--- src/rtl/clk_synth_pkg.sv ---
package clk_synth_pkg;

  typedef enum logic [1:0] {
    EDGE_OFF  = 2'b00,
    EDGE_RISE = 2'b01,
    EDGE_FALL = 2'b10,
    EDGE_ANY  = 2'b11
  } edge_sel_e;

  localparam int unsigned REG_W    = 16;
  localparam int unsigned N_EVT    = 3;
  localparam int unsigned IE1_LSB  = 14;
  localparam int unsigned IE0_LSB  = 12;
  localparam int unsigned LOSS_BIT = 11;
  localparam int unsigned LDET_BIT = 7;
  localparam int unsigned PD_BIT   = 4;
  localparam int unsigned PRE_BIT  = 2;

  localparam logic [1:0] SAFE_SRC = 2'b01;

  typedef struct packed {
    edge_sel_e ie1;
    edge_sel_e ie0;
    logic      loss_en;
    logic      ldet_en;
    logic      pd;
    logic      presel;
  } ctrl_t;

endpackage

--- src/rtl/clk_synth_sync.sv ---
module clk_synth_sync #(
  parameter int unsigned STAGES = 2
) (
  input  logic clk,
  input  logic rst_n,
  input  logic d_i,
  output logic q_o
);
  logic [STAGES-1:0] chain_q;
  logic [STAGES-1:0] chain_d;

  always_comb chain_d = {chain_q[STAGES-2:0], d_i};

  always_ff @(posedge clk or negedge rst_n) begin
    if (!rst_n) chain_q <= '0;
    else        chain_q <= chain_d;
  end

  assign q_o = chain_q[STAGES-1];

  initial begin
    a_r2_sync_depth: assert (STAGES >= 2);
  end
endmodule

--- src/rtl/clk_synth_edge.sv ---
module clk_synth_edge
  import clk_synth_pkg::*;
#(
  parameter int unsigned STAGES = 2
) (
  input  logic      clk,
  input  logic      rst_n,
  input  logic      raw_i,
  input  logic      gate_i,
  input  edge_sel_e mode_i,
  output logic      evt_o
);
  logic sync_w;
  logic level_w;
  logic prev_q;
  logic prev_d;
  logic rise_w;
  logic fall_w;

  clk_synth_sync #(.STAGES(STAGES)) u_sync (
    .clk  (clk),
    .rst_n(rst_n),
    .d_i  (raw_i),
    .q_o  (sync_w)
  );

  assign level_w = sync_w & gate_i;
  assign rise_w  = level_w & ~prev_q;
  assign fall_w  = ~level_w & prev_q;

  always_comb prev_d = level_w;

  always_ff @(posedge clk or negedge rst_n) begin
    if (!rst_n) prev_q <= 1'b0;
    else        prev_q <= prev_d;
  end

  always_comb begin
    unique case (mode_i)
      EDGE_RISE: evt_o = rise_w;
      EDGE_FALL: evt_o = fall_w;
      EDGE_ANY:  evt_o = rise_w | fall_w;
      default:   evt_o = 1'b0;
    endcase
  end

  // a disabled selector never produces an event
  a_r2_off_silent: assert property (@(posedge clk) disable iff (!rst_n)
    (mode_i == EDGE_OFF) |-> !evt_o);

  // two cycles with the detector gated off leave no edge to report
  a_r9_gate_quiet: assert property (@(posedge clk) disable iff (!rst_n)
    (!gate_i && $past(!gate_i)) |-> !evt_o);
endmodule

--- src/rtl/clk_synth_pdelay.sv ---
module clk_synth_pdelay #(
  parameter int unsigned DELAY = 4
) (
  input  logic clk,
  input  logic rst_n,
  input  logic load_i,
  input  logic req_i,
  output logic pd_o
);
  localparam int unsigned CW = (DELAY > 2) ? $clog2(DELAY) : 1;
  localparam logic [CW-1:0] LOAD_VAL = CW'(DELAY - 1);

  logic [CW-1:0] cnt_q, cnt_d;
  logic          busy_q, busy_d;
  logic          pd_q, pd_d;

  always_comb begin
    cnt_d  = cnt_q;
    busy_d = busy_q;
    pd_d   = pd_q;
    if (load_i) begin
      cnt_d  = LOAD_VAL;
      busy_d = 1'b1;
    end else if (busy_q) begin
      if (cnt_q == '0) begin
        busy_d = 1'b0;
        pd_d   = req_i;
      end else begin
        cnt_d = cnt_q - 1'b1;
      end
    end
  end

  always_ff @(posedge clk or negedge rst_n) begin
    if (!rst_n) begin
      cnt_q  <= '0;
      busy_q <= 1'b0;
      pd_q   <= 1'b1;
    end else begin
      cnt_q  <= cnt_d;
      busy_q <= busy_d;
      pd_q   <= pd_d;
    end
  end

  assign pd_o = pd_q;

  // the output moves only when an undisturbed countdown expires
  a_r6_pd_hold: assert property (@(posedge clk) disable iff (!rst_n)
    (pd_o != $past(pd_o)) |-> $past(busy_q && (cnt_q == '0) && !load_i));

  // any change of the request restarts the full countdown
  a_r7_restart: assert property (@(posedge clk) disable iff (!rst_n)
    load_i |=> (busy_q && (cnt_q == LOAD_VAL)));

  initial begin
    a_r6_delay_min: assert (DELAY >= 2);
  end
endmodule

--- src/rtl/clk_synth_ctl.sv ---
module clk_synth_ctl
  import clk_synth_pkg::*;
#(
  parameter int unsigned SYNC_STAGES = 2,
  parameter int unsigned PD_DELAY    = 4
) (
  input  logic        clk,
  input  logic        rst_n,
  input  logic        bus_sel,
  input  logic        bus_wr,
  input  logic        bus_addr,
  input  logic [15:0] bus_wdata,
  output logic [15:0] bus_rdata,
  input  logic        lock0_in,
  input  logic        lock1_in,
  input  logic        ref_lost_in,
  input  logic [1:0]  sw_clk_sel,
  output logic        lock_det_en,
  output logic        ref_presel,
  output logic        pll_pdn,
  output logic [1:0]  clk_sel,
  output logic        irq
);
  // reset: asserted asynchronously, released on the clock
  logic rst_meta_q, rst_sync_q;
  always_ff @(posedge clk or negedge rst_n) begin
    if (!rst_n) begin
      rst_meta_q <= 1'b0;
      rst_sync_q <= 1'b0;
    end else begin
      rst_meta_q <= 1'b1;
      rst_sync_q <= rst_meta_q;
    end
  end
  logic rst_i_n;
  assign rst_i_n = rst_sync_q;

  // bus decode
  logic wr_ctrl, wr_stat;
  assign wr_ctrl = bus_sel & bus_wr & ~bus_addr;
  assign wr_stat = bus_sel & bus_wr &  bus_addr;

  // control word
  ctrl_t ctrl_q, ctrl_d;
  always_comb begin
    ctrl_d = ctrl_q;
    if (wr_ctrl) begin
      ctrl_d.ie1     = edge_sel_e'(bus_wdata[IE1_LSB +: 2]);
      ctrl_d.ie0     = edge_sel_e'(bus_wdata[IE0_LSB +: 2]);
      ctrl_d.loss_en = bus_wdata[LOSS_BIT];
      ctrl_d.ldet_en = bus_wdata[LDET_BIT];
      ctrl_d.pd      = bus_wdata[PD_BIT];
      ctrl_d.presel  = bus_wdata[PRE_BIT];
    end
  end

  always_ff @(posedge clk or negedge rst_i_n) begin
    if (!rst_i_n) begin
      ctrl_q.ie1     <= EDGE_OFF;
      ctrl_q.ie0     <= EDGE_OFF;
      ctrl_q.loss_en <= 1'b0;
      ctrl_q.ldet_en <= 1'b0;
      ctrl_q.pd      <= 1'b1;
      ctrl_q.presel  <= 1'b0;
    end else begin
      ctrl_q <= ctrl_d;
    end
  end

  // event sources: two lock inputs plus the loss detector
  logic [N_EVT-1:0] evt_w;
  logic [N_EVT-1:0] raw_w;
  edge_sel_e        mode_w [N_EVT];
  logic      [N_EVT-1:0] gate_w;

  assign raw_w     = {ref_lost_in, lock1_in, lock0_in};
  assign mode_w[0] = ctrl_q.ie0;
  assign mode_w[1] = ctrl_q.ie1;
  assign mode_w[2] = ctrl_q.loss_en ? EDGE_RISE : EDGE_OFF;
  assign gate_w    = {1'b1, ctrl_q.ldet_en, ctrl_q.ldet_en};

  for (genvar g = 0; g < N_EVT; g++) begin : g_src
    clk_synth_edge #(.STAGES(SYNC_STAGES)) u_edge (
      .clk   (clk),
      .rst_n (rst_i_n),
      .raw_i (raw_w[g]),
      .gate_i(gate_w[g]),
      .mode_i(mode_w[g]),
      .evt_o (evt_w[g])
    );
  end

  // sticky pending bits, write-one-to-clear, new events win
  logic [N_EVT-1:0] pend_q, pend_d, clr_w;
  assign clr_w = wr_stat ? bus_wdata[N_EVT-1:0] : '0;

  always_comb pend_d = (pend_q & ~clr_w) | evt_w;

  always_ff @(posedge clk or negedge rst_i_n) begin
    if (!rst_i_n) pend_q <= '0;
    else          pend_q <= pend_d;
  end

  // power-down path
  logic pd_load;
  assign pd_load = wr_ctrl & (bus_wdata[PD_BIT] != ctrl_q.pd);

  clk_synth_pdelay #(.DELAY(PD_DELAY)) u_pdelay (
    .clk   (clk),
    .rst_n (rst_i_n),
    .load_i(pd_load),
    .req_i (ctrl_q.pd),
    .pd_o  (pll_pdn)
  );

  // outputs
  logic [15:0] ctrl_rd;
  always_comb begin
    ctrl_rd                  = '0;
    ctrl_rd[IE1_LSB +: 2]    = ctrl_q.ie1;
    ctrl_rd[IE0_LSB +: 2]    = ctrl_q.ie0;
    ctrl_rd[LOSS_BIT]        = ctrl_q.loss_en;
    ctrl_rd[LDET_BIT]        = ctrl_q.ldet_en;
    ctrl_rd[PD_BIT]          = ctrl_q.pd;
    ctrl_rd[PRE_BIT]         = ctrl_q.presel;
  end

  assign bus_rdata   = bus_addr ? {{(REG_W-N_EVT){1'b0}}, pend_q} : ctrl_rd;
  assign irq         = |pend_q;
  assign clk_sel     = pll_pdn ? SAFE_SRC : sw_clk_sel;
  assign lock_det_en = ctrl_q.ldet_en;
  assign ref_presel  = ctrl_q.presel;

  // the interrupt only rises after a qualified event
  a_r5_irq_source: assert property (@(posedge clk) disable iff (!rst_i_n)
    $rose(irq) |-> $past(|evt_w));

  // a bit written with 1 and not re-hit by an event is clear next cycle
  a_r3_w1c: assert property (@(posedge clk) disable iff (!rst_i_n)
    wr_stat |=> ((pend_q & $past(bus_wdata[N_EVT-1:0] & ~evt_w)) == '0));
endmodule

--- config.mk ---
export PLATFORM = sky130hd
export DESIGN_NAME = clk_synth_ctl
export DESIGN_NICKNAME = d
export VERILOG_FILES = /design/src/rtl/clk_synth_pkg.sv /design/src/rtl/clk_synth_sync.sv /design/src/rtl/clk_synth_edge.sv /design/src/rtl/clk_synth_pdelay.sv /design/src/rtl/clk_synth_ctl.sv
export SDC_FILE = /design/constraint.sdc
export NUM_CORES = 1
export LEC_CHECK = 0
export BUFFER_PORTS_ARGS = -buffer_cell sky130_fd_sc_hd__buf_2
export CAP_MARGIN = 10
export CORE_UTILIZATION = 47
export DETAILED_ROUTE_END_ITERATION = 12
export GPL_ROUTABILITY_DRIVEN = 0
export PLACE_DENSITY = 0.75
export SYNTH_ARGS = -nofsm -noshare
export SYNTH_HDL_FRONTEND = slang
export SYNTH_SLANG_ARGS = --single-unit
export TNS_END_PERCENT = 5
--- constraint.sdc ---
create_clock -name clk -period 1 [get_ports clk]
set_clock_uncertainty 0.05 [all_clocks]
set_input_delay 0.05 -clock clk [delete_from_list [all_inputs] [get_ports clk]]
set_output_delay 0.05 -clock clk [all_outputs]
set_load 0.02 [all_outputs]
# --- Yosys cells after proc, flatten, opt, wreduce, memory -nomap -nowiden ---
# Cells that the tools add are included.
word_totals:
  out_inout_bits: 22
  elab_cells: 74
  ff_bits: 26
  in_bits: 26
op_classes:
  eq_ne: 11
  reduce_logical: 5
  mux: 13
  addsub: 1
  n_bitwise: 26
ops:
  columns: ["operator", "n"]
  rows:
  - ["2-to-1 mux 16 bit", 1]
  - ["bitwise AND 1 bit", 12]
  - ["case mux 1 bit (3 select lines)", 3]
  - ["== test 2 bit (second input constant)", 4]
  - ["2-to-1 mux 2 bit", 4]
  - ["inverter 1 bit", 8]
  - ["== test 1 x 2 -> 1 bit (second input constant)", 2]
  - ["== test 2 x 1 -> 1 bit (second input constant)", 2]
  - ["2-to-1 mux 1 bit", 4]
  - ["bitwise AND 3 bit", 1]
  - ["2-to-1 mux 3 bit", 1]
  - ["inverter 3 bit", 1]
  - ["OR 1 bit", 3]
  - ["OR 3 bit", 1]
  - ["AND reduction 3 bit", 1]
  - ["OR reduction 3 bit", 1]
  - ["logical NOT 2 bit", 1]
  - ["inequality test 2 bit (second input constant)", 1]
  - ["AND reduction 2 bit", 1]
  - ["nonzero test 2 bit", 1]
  - ["subtractor 2 x 1 -> 2 bit (second input constant)", 1]
  - ["== test 1 bit (second input constant)", 1]
  - ["inequality test 1 bit", 1]

# --- Longest topological paths before layout ---
# Gate-level depths: netlist (run 1).
depth:
  depth_word: 6
  mapped_depth: 6
  depth_no_buf: 6

# --- Hierarchy ---
# From an unflattened synthesis (run 1), not the netlist that was laid out.
hier_totals:
  cells_unflattened: 104
  hier_area_um2: 1244.9
by_module_without_submodules:
  columns: ["mod", "instances", "cells_per_inst", "seq_area_each_um2", "area_per_inst_um2"]
  rows:
  - ["clk_synth_ctl", 1, 52, 326.6, 634.4]
  - ["clk_synth_edge", 3, 10, 25.0, 90.1]
  - ["clk_synth_pdelay", 1, 16, 101.3, 190.2]
  - ["clk_synth_sync", 3, 2, 50.0, 50.0]

# --- Worst setup path before layout (run 1) ---
# No wires, ideal clock.
synth_path:
  kind: "reg2reg"
  startpoint: "register ctrl_q, in the netlist lock_det_en"
  endpoint: "register pend_q[1]"
  slack_ns: -0.435
  required_ns: 0.824
  arrival_ns: 1.259
  path_stages_with_launch: 6
  synth_period_minus_slack_ns: 1.435
  path_buffers: 0
  setup_ns: 0.126
  cell_sequence: "dfrtp_1 -> nand2_1 -> inv_1 -> ha_1 -> mux2i_1 -> a221o_1"
synth_between:
  elab_chain_len: 6
  word_cells_on_any_way: 7
  cone_classes: "1 x mux; 6 x bitwise"
synth_lines:
  columns: ["element", "line", "source"]
  rows:
  - ["from (decl)", "clk_synth_ctl.sv:44", "ctrl_t ctrl_q, ctrl_d;"]
  - ["from (signal assigned)", "clk_synth_ctl.sv:66", "ctrl_q <= ctrl_d;"]
  - ["bitwise AND 1 bit (*)", "clk_synth_edge.sv:27", "assign level_w = sync_w & gate_i;"]
  - ["via g_src[1].u_edge.level_w", "clk_synth_edge.sv:14", "logic level_w;"]
  - ["inverter 1 bit", "clk_synth_edge.sv:29", "assign fall_w = ~level_w & prev_q;"]
  - ["bitwise AND 1 bit", "clk_synth_edge.sv:29", null]
  - ["OR 1 bit", "clk_synth_edge.sv:42", "EDGE_ANY: evt_o = rise_w | fall_w;"]
  - ["case mux 1 bit (3 select lines) (*)", "clk_synth_edge.sv:39", "unique case (mode_i)"]
  - ["OR 3 bit (*)", "clk_synth_ctl.sv:97", "always_comb pend_d = (pend_q & ~clr_w) | evt_w;"]
  - ["via pend_d[1]", "clk_synth_ctl.sv:94", "logic [N_EVT-1:0] pend_q, pend_d, clr_w;"]
  - ["to (signal assigned)", "clk_synth_ctl.sv:101", "else pend_q <= pend_d;"]
  - ["to (decl)", "clk_synth_ctl.sv:94", null]
# Mark *: on every way through the listed nets, which the timed path passes. The rest lies on a longest branch.
# A chain may end at the register's enable or synchronous reset.

# --- Worst setup path after layout (run 1) ---
# Same ends and word-level chain as after synthesis.

==> metrics.sh, run 1 <==
STATUS='finished, violations left'
FAILING_CHECKS='negative setup slack'
NETLIST_AREA_SQ_MM=0.001191
START_UTIL_PCT=51.85
SETUP_REPAIR_AFTER_GLOBAL_ROUTING_MISSED_ITS_MARGIN='yes'
POST-SYNTH-TOP-AREA-FRACTION_PCT=50.42
FIRST_GLOBAL_VIAS=914
SYNTH-SEQ-CELLS=26
CLKTRANSATPATHREGS_NS=0.14
SETUP_VIOL_COUNT_FINAL=21
FLOORPLAN.DIE.WIDTH_MICRONS=52.34
TIMING.CRITICAL_PATH.SLOWEST_STAGE_CELL='sky130_fd_sc_hd__dfrtp_2'
GR_MET2_DEMAND_RESOURCE_PCT=39.24
CORE.ROWCOUNT=17
WL_PER_CELL_MICRONS=13.35
GRT_BUSIEST_LAYER='met2'
FINAL-HOLD-VIOLATION-COUNT=0
TRITONCTS_NUM_SINKS=26
CLOCK_INSERTION_DELAY_WORST_SKEW_NS=0.32
ROUTED_WL_MICRONS=2456
NFILLCELLS=161
DRT_ITER0_DRC=6
PATH_CLASS='flop to flop'
TRITONCTS.NUM_BUFFERS=3
WORSTSETUPENDPOINTTYPE='flop'
GROUTE.USAGE.OVERALL_PCT=20.35
DETAILEDPLACEMENTHPWL_MICRONS=1721
WORSTSETUPSTARTPOINTTYPE='flop'
PLACE_INST=166
NETS=188
LAYOUT.CELLS.MOST_COMMON='sky130_fd_sc_hd__buf_2'
PLACEABLECOREAREA_SQ_MM=0.002297
POST_SYNTH_INST_COUNT=99
SHARE_OF_THE_CLOCK_PERIOD_USED_BY_THE_WORST_PATH_PCT=135.5
INSERTEDDIODECOUNT=0
CRIT_BUF_INV=1
USE_MET3_PCT=3.478
DIE_FOOTPRINT_SQ_MM=0.002739
PRE_CTS_SLACK_NS=-0.3385
VIAS_PER_INSTANCE=4.793
GRT_START_MAX_NET_PINS=17
DRCVIOLATIONCOUNT=0
HP-CLASS='input pin to flop'
DRTANTENNAVIOLNETS=0
YS_WARN_COUNT=0
DIE_Y_MICRONS=52.34
WORST_PATH_DOMINANT_CELL_FAMILY='flip-flops'
DESIGN_AREA_SQ_MM=0.001694
TIMING.CRITICAL_PATH.CELLS='nand2_2, inv_2, ha_4, mux2i_1, a221o_1'
STATIC_POWER_DUE_TO_LEAKAGE_nW=0.8299
TOP_LEVEL_PORTS=48
GRTUSAGEMET1_PCT=20.84
LAYOUT_MIN_CYCLE_TIME_NS=1.355
WORST_PATH_ARRIVAL_TIME_NS=1.52
TIMING.CRITICAL_PATH.SLOWEST_CELL_DELAY_NS=0.45
FINAL-SEQ-AREA_SQ_UM=654.4
DR.PASS1.ITERS=4
PORT_BUFFERS=35
GLOBAL_ROUTE.OVERFLOW_TOTAL=0
TIMING_MAX_TRANSITION_VIOLATIONS_FINAL=0
POWER.DENSITY_mW_PER_MM2=1860
FINAL_CELLS=184
MAXCLOCKFREQUENCY_MHz=737.9
VIAS=882
NUMBER_OF_H_TREE_LEVELS=1
SYNTHTOPCELLSBYAREA='sky130_fd_sc_hd__dfrtp_1 50%, sky130_fd_sc_hd__mux2_2 8.5%, sky130_fd_sc_hd__ha_1 5.3%'
SYNTH-SEQ-AREA-SHARE_PCT=54.83
CLOCKBUFFERDEPTH=2
POST_DP_CELL_AREA_SQ_MM=0.001443
FINAL_LAYOUT_SIZE_SUFFIX_GT1_SHARE_PCT=48.72
CAP_VIOL_MAX_COUNT=0
LAYOUT_SETUP_WS_NS=-0.3551
SYNTH_CELL_TYPES=29
WORSTPATHMAXFANOUT=3
CLOCK-ROOT-BUFFER='sky130_fd_sc_hd__clkbuf_4'
MAX-VDD-IR-DROP_mV=1.227
POSTLAYOUTCOREUTIL_PCT=73.75
LEADING_CELL_TYPES_IN_THE_LAYOUT_FILL_AND_TAPS_EXCLUDED='26 x sky130_fd_sc_hd__buf_2, 23 x sky130_fd_sc_hd__dfrtp_1, 13 x sky130_fd_sc_hd__dlygate4sd3_1, 13 x sky130_fd_sc_hd__buf_4, 9 x sky130_fd_sc_hd__mux2_2'
TRITONCTS_CLOCK_TREE='done'
WORSTPATHREQUIRED_NS=1.17
GRT_FIRST_PASS_WIRELENGTH_MICRONS=3836
SYNTH.AVG_CELL_AREA_SQ_UM=12.03
SYNTHTOLAYOUTAREAGROWTH_PCT=42.23
SYNTH_LARGEST_AREA_CELL='sky130_fd_sc_hd__dfrtp_1'
INITIAL_ANTENNA_VIOLATION_COUNT=0
FOOTPRINT_OF_THE_MULTI_INPUT_GATES_SQ_UM=535.5
==> logic make-up (layout without fill, tap and decap cells) <==
| logic type | Yosys count | in the layout | share of synthesized area (%) |
|---|---|---|---|
| other | 2 | 7 | 0.6305 |
| muxes | 10 | 10 | 9.349 |
| buffers and inverters | 16 | 68 | 7.982 |
| DFF | 26 | 26 | 54.83 |
| adders and majority gates | 5 | 5 | 5.252 |
| xor gates and xnor gates | 2 | 2 | 1.471 |
| and+or+nand+nor | 30 | 30 | 14.60 |
| AOI/OAI and AO/OA | 8 | 8 | 5.883 |
==> per-layer routing <==
layer,vias to the layer above,wire length [microns]
li1,428,-
met1,415,978
met2,34,1320
met3,5,112
met4,0,45
met5,-,0
==> path summary, 6_finish.rpt <==
check                      depth (start not counted)  slack (ns)          from                end
setup / recovery                                   5       -0.36   lock_det_en          pend_q[1]
hold / removal                                     3        0.01  bus_wdata[0]          pend_q[0]
setup reg to reg                                   5       -0.36   lock_det_en          pend_q[1]
hold reg to reg                                    1        0.12       rst_i_n  u_pdelay.cnt_q[0]
max in group asynchronous                          3        0.27         rst_n            rst_i_n
min in group asynchronous                          1        0.12       rst_i_n  u_pdelay.cnt_q[0]
==> worst register-to-register path, delay by kind of cell, from the launching register on <==
family / cells / cell delay, ns
AOI/OAI and AO/OA: 1 / 0.32
DFF: 1 / 0.45
muxes: 1 / 0.06
adders and majority gates: 1 / 0.25
buffers and inverters: 1 / 0.05
and+or+nand+nor: 1 / 0.08
==> cells in the mapped netlist (all sizes together) <==
master,n
dfstp,2
xnor2,1
or2,1
dfrtp,24
o211ai,1
mux2,9
and2,2
nand2,8
or3,1
nor2b,8
a32o,1
nor2,4
o211a,1
a221o,2
xor2,1
mux2i,1
inv,8
conb,2
buf,8
a21boi,1
ha,5
nand3b,1
o32a,1
nand2b,2
a21oi,1
nand4,3
==> flip-flops by register name (all words and copies together) (netlist names) <==
signal and count:
g_src.u_edge.u_sync.chain_q 6, u_pdelay.pd_o 1, rst_i_n 1, u_pdelay.busy_q 1
g_src.u_edge.prev_q 3, rst_meta_q 1, ctrl_q 6, ref_presel 1
pend_q 3, lock_det_en 1, u_pdelay.cnt_q 2
==> cell type report <==
class / instances / share of cell area, %
Sequential cell: 26 / 38.63
Multi-Input combinational cell: 62 / 31.61
Inverter: 8 / 1.773
Clock buffer: 4 / 2.142
Tap cell: 28 / 2.068
Timing Repair Buffer: 56 / 23.78
==> repair_timing <==
action	in CTS	in global routing
pin swaps	4	3
setup buffers	1	0
setup endpoints to repair	22	23
resized for setup	6	16
endpoints found under the hold margin	13	0
hold buffers	13	0
gates cloned	0	0
==> report_power, final <==
| group | internal [W] | switching [W] | leakage, nW |
|---|---|---|---|
| Sequential | 0.00127 | 0.000163 | 0.300 |
| Clock | 0.000223 | 0.000309 | 0.0210 |
| Combinational | 0.000642 | 0.000547 | 0.508 |
==> stage by stage <==
step,power [W],hold slack (ns),TNS [ns]
CTS,0.003044,0.01144,-4.378
finish,0.003151,0.01292,-4.114
global placement,0.002308,-0.2154,-0.9493
floorplan,0.002036,-0.2956,-0.9216
global route,0.003347,0.005371,-5.273
detailed placement,0.002363,-0.2115,-1.128
Note: power is estimated with default switching activity, not from simulation.
==> run 2: changes to the inputs <==
--- a/config.mk
+++ b/config.mk
@@ -7,6 +7,7 @@
 export LEC_CHECK = 0
 export BUFFER_PORTS_ARGS = -buffer_cell sky130_fd_sc_hd__buf_2
 export CAP_MARGIN = 10
+export CORE_MARGIN = 2
 export CORE_UTILIZATION = 47
 export DETAILED_ROUTE_END_ITERATION = 12
 export GPL_ROUTABILITY_DRIVEN = 0
==> run 2 against run 1 <==
  * The flow still finishes with violations (negative setup slack)
  * Design area rose by 1.2%
  * Combinational power barely moved
  * Worst setup slack got worse by 0.0068 ns
  * Total power rose by 5.2%
  * Sequential share of layout area fell by 0.45 points
  * Sequential power barely moved
  * Maximum frequency fell by 0.50%
  * Worst hold slack improved by 0.0023 ns
  * Sequential cell count did not move
  * Wire length rose by 0.81%
  * Critical path type unchanged
  * Largest power group unchanged
==> metrics.sh, run 2 (same netlist as run 1, synthesis figures left out) <==
SETUP_VIOL_COUNT_FINAL=21  # unchanged
LAYOUT.CELLS.MOST_COMMON='sky130_fd_sc_hd__buf_2'
HP-CLASS='input pin to flop'
CLOCK-ROOT-BUFFER='sky130_fd_sc_hd__clkbuf_4'
POWER.SWITCHING_FRACTION_PCT=30.52  # -1.8 points
GRT_FIRST_PASS_WIRELENGTH_MICRONS=3629  # -5.4%
TRITONCTS_CLOCK_TREE='done'
GROUTE.USAGE.OVERALL_PCT=17.79  # -2.6 points
FINAL_CELLS=185  # +0.54%
SETUP_REPAIR_AFTER_GLOBAL_ROUTING_MISSED_ITS_MARGIN='yes'
START_UTIL_PCT=48.97  # -2.9 points
HOLD_DEPTH=3  # unchanged
POWER.DENSITY_mW_PER_MM2=1933  # +3.9%
FOOTPRINT_OF_THE_MULTI_INPUT_GATES_SQ_UM=543.0  # +1.4%
DR.PASS1.ITERS=4  # unchanged
DIE_FOOTPRINT_SQ_MM=0.002953  # +7.8%
DRTANTENNAVIOLNETS=0  # unchanged
DIE_Y_MICRONS=54.34  # +3.8%
PORT_BUFFERS=35  # unchanged
PINT_W=0.002302  # +8.0%
STATIC_POWER_DUE_TO_LEAKAGE_nW=0.8401  # +1.2%
SHARE_CLK_OF_TOTAL_POWER_PCT=21.3  # +4.4 points
WORSTPATHREQUIRED_NS=1.17  # about the same
PRE_CTS_SLACK_NS=-0.3325  # +0.005949 ns
NET_SWITCHING_POWER_OF_THE_DESIGN_W=0.001011  # -0.83%
WORSTPATHMAXFANOUT=3  # unchanged
NUMBER_OF_H_TREE_LEVELS=1  # unchanged
STATUS='finished, violations left'
FLOORPLAN.DIE.WIDTH_MICRONS=54.34  # +3.8%
WORST_PATH_ARRIVAL_TIME_NS=1.53  # about the same
SEQUENTIALPOWERSHARE_PCT=43.4  # -2.0 points
VIAS_PER_INSTANCE=4.768  # -0.54%
MAX-VDD-IR-DROP_mV=1.544  # +26%
GLOBAL_ROUTE.OVERFLOW_TOTAL=0  # unchanged
FIRST_GLOBAL_VIAS=798  # -13%
SHARE_OF_THE_CLOCK_PERIOD_USED_BY_THE_WORST_PATH_PCT=136.2  # +0.68 points
INITIAL_ANTENNA_VIOLATION_COUNT=0  # unchanged
DRT_ITER0_DRC=10  # +4
WL_PER_CELL_MICRONS=13.38  # +0.27%
CLOCK_INSERTION_DELAY_WORST_SKEW_NS=0.31  # about the same
WORST-R2R-CELL-COUNT=5  # unchanged
CLOCKBUFFERDEPTH=2  # unchanged
SYNTHTOLAYOUTAREAGROWTH_PCT=43.91
PLACE_INST=168  # +1.2%
GRT_START_MAX_NET_PINS=16  # -1
LEADING_CELL_TYPES_IN_THE_LAYOUT_FILL_AND_TAPS_EXCLUDED='27 x sky130_fd_sc_hd__buf_2, 23 x sky130_fd_sc_hd__dfrtp_1, 13 x sky130_fd_sc_hd__dlygate4sd3_1'
DETAILEDPLACEMENTHPWL_MICRONS=1692  # -1.7%
ROUTED_WL_MICRONS=2476  # +0.81%
LAYOUT_MIN_CYCLE_TIME_NS=1.362  # +0.006812 ns
CLKTRANSATPATHREGS_NS=0.14  # about the same
MAXCLOCKFREQUENCY_MHz=734.3  # -0.50%
NETS=187  # -0.53%
TRITONCTS_NUM_SINKS=26  # unchanged
CORE.ROWCOUNT=18  # +1
TRITONCTS.NUM_BUFFERS=3  # unchanged
WORSTSETUPENDPOINTTYPE='flop'
INSERTEDDIODECOUNT=0  # unchanged
LAYOUT_SETUP_WS_NS=-0.3619  # -0.006812 ns
TOP_LEVEL_PORTS=48  # unchanged
TIMING_MAX_TRANSITION_VIOLATIONS_FINAL=0  # unchanged
FINAL_LAYOUT_SIZE_SUFFIX_GT1_SHARE_PCT=49.03  # +0.31 points
NFILLCELLS=178  # +11%
DRCVIOLATIONCOUNT=0  # unchanged
FAILING_CHECKS='negative setup slack'
VIAS=882  # unchanged
CAP_VIOL_MAX_COUNT=0  # unchanged
WORSTSETUPSTARTPOINTTYPE='flop'
FIN_TOTAL_PWR_W=0.003314  # +5.2%
PATH_CLASS='flop to flop'
FINAL-SEQ-AREA_SQ_UM=654.4  # unchanged
LARGESTREGISTERS='ctrl_q x6, g_src.u_edge.u_sync.chain_q x6'
POWER.SHARE.COMBINATIONAL_PCT=35.3  # -2.4 points
FINAL-HOLD-VIOLATION-COUNT=0  # unchanged
PLACEABLECOREAREA_SQ_MM=0.002432  # +5.9%
[run 2: power by group through the flow]
stage                     clock, W  combinational [W]  sequential, W
after floorplan                  0           0.000596        0.00144
after global placement           0           0.000894        0.00142
after detailed placement         0           0.000932        0.00143
after CTS                 0.000724            0.00103        0.00143
after global routing      0.000773            0.00130        0.00146
final                     0.000706            0.00117        0.00144
[run 2: per-stage QoR]
step	hold WS (ns)	utilization, %	setup TNS (ns)	cell area (sq um)
floorplan	-0.2956	-	-0.9216	1245
global placement	-0.2147	59.41	-0.9160	1445
detailed placement	-0.2124	59.41	-1.069	1445
CTS	0.01490	67.64	-4.216	1645
global route	0.02484	70.47	-5.189	1714
finish	0.01526	70.47	-3.992	1714
[run 2: layout make-up]
type | instances | area share [%]
Clock buffer | 3 | 1.314
Clock inverter | 1 | 1.752
Inverter | 8 | 1.752
Multi-Input combinational cell | 62 | 31.68
Sequential cell | 26 | 38.18
Tap cell | 30 | 2.190
Timing Repair Buffer | 55 | 23.14
[run 2: worst paths after layout]
path                            slack [ns]         end    startpoint
worst max-delay path                 -0.36   pend_q[1]   lock_det_en
worst min-delay path                  0.02   pend_q[0]  bus_wdata[0]
worst max register to register       -0.36   pend_q[1]   lock_det_en
worst min register to register        0.14   ctrl_q[3]       rst_i_n
max in group asynchronous             0.27  rst_meta_q         rst_n
min in group asynchronous             0.14   ctrl_q[3]       rst_i_n
[run 2: layer usage]
metal,wire (microns),track usage [%],vias up
met2,1285,33.73,30
met1,1035,19.93,421
met5,0,0,-
met4,30,6.250,0
met3,124,2.732,4
li1,-,-,427
[run 2: critical path, stage by stage, from the launching register on]
cell and delay (ns):
sky130_fd_sc_hd__dfrtp_2 0.45, sky130_fd_sc_hd__nand2_2 0.09, sky130_fd_sc_hd__inv_2 0.05, sky130_fd_sc_hd__ha_4 0.24
sky130_fd_sc_hd__mux2i_1 0.07, sky130_fd_sc_hd__a221o_1 0.31
[run 2: timing repair]
item | CTS | global route
pin swaps | 1 | 3
resized for setup | 7 | 18
hold buffers | 13 | 0
setup buffers | 0 | 0
endpoints found under the setup margin | 22 | 23
endpoints found under the hold margin | 13 | 0
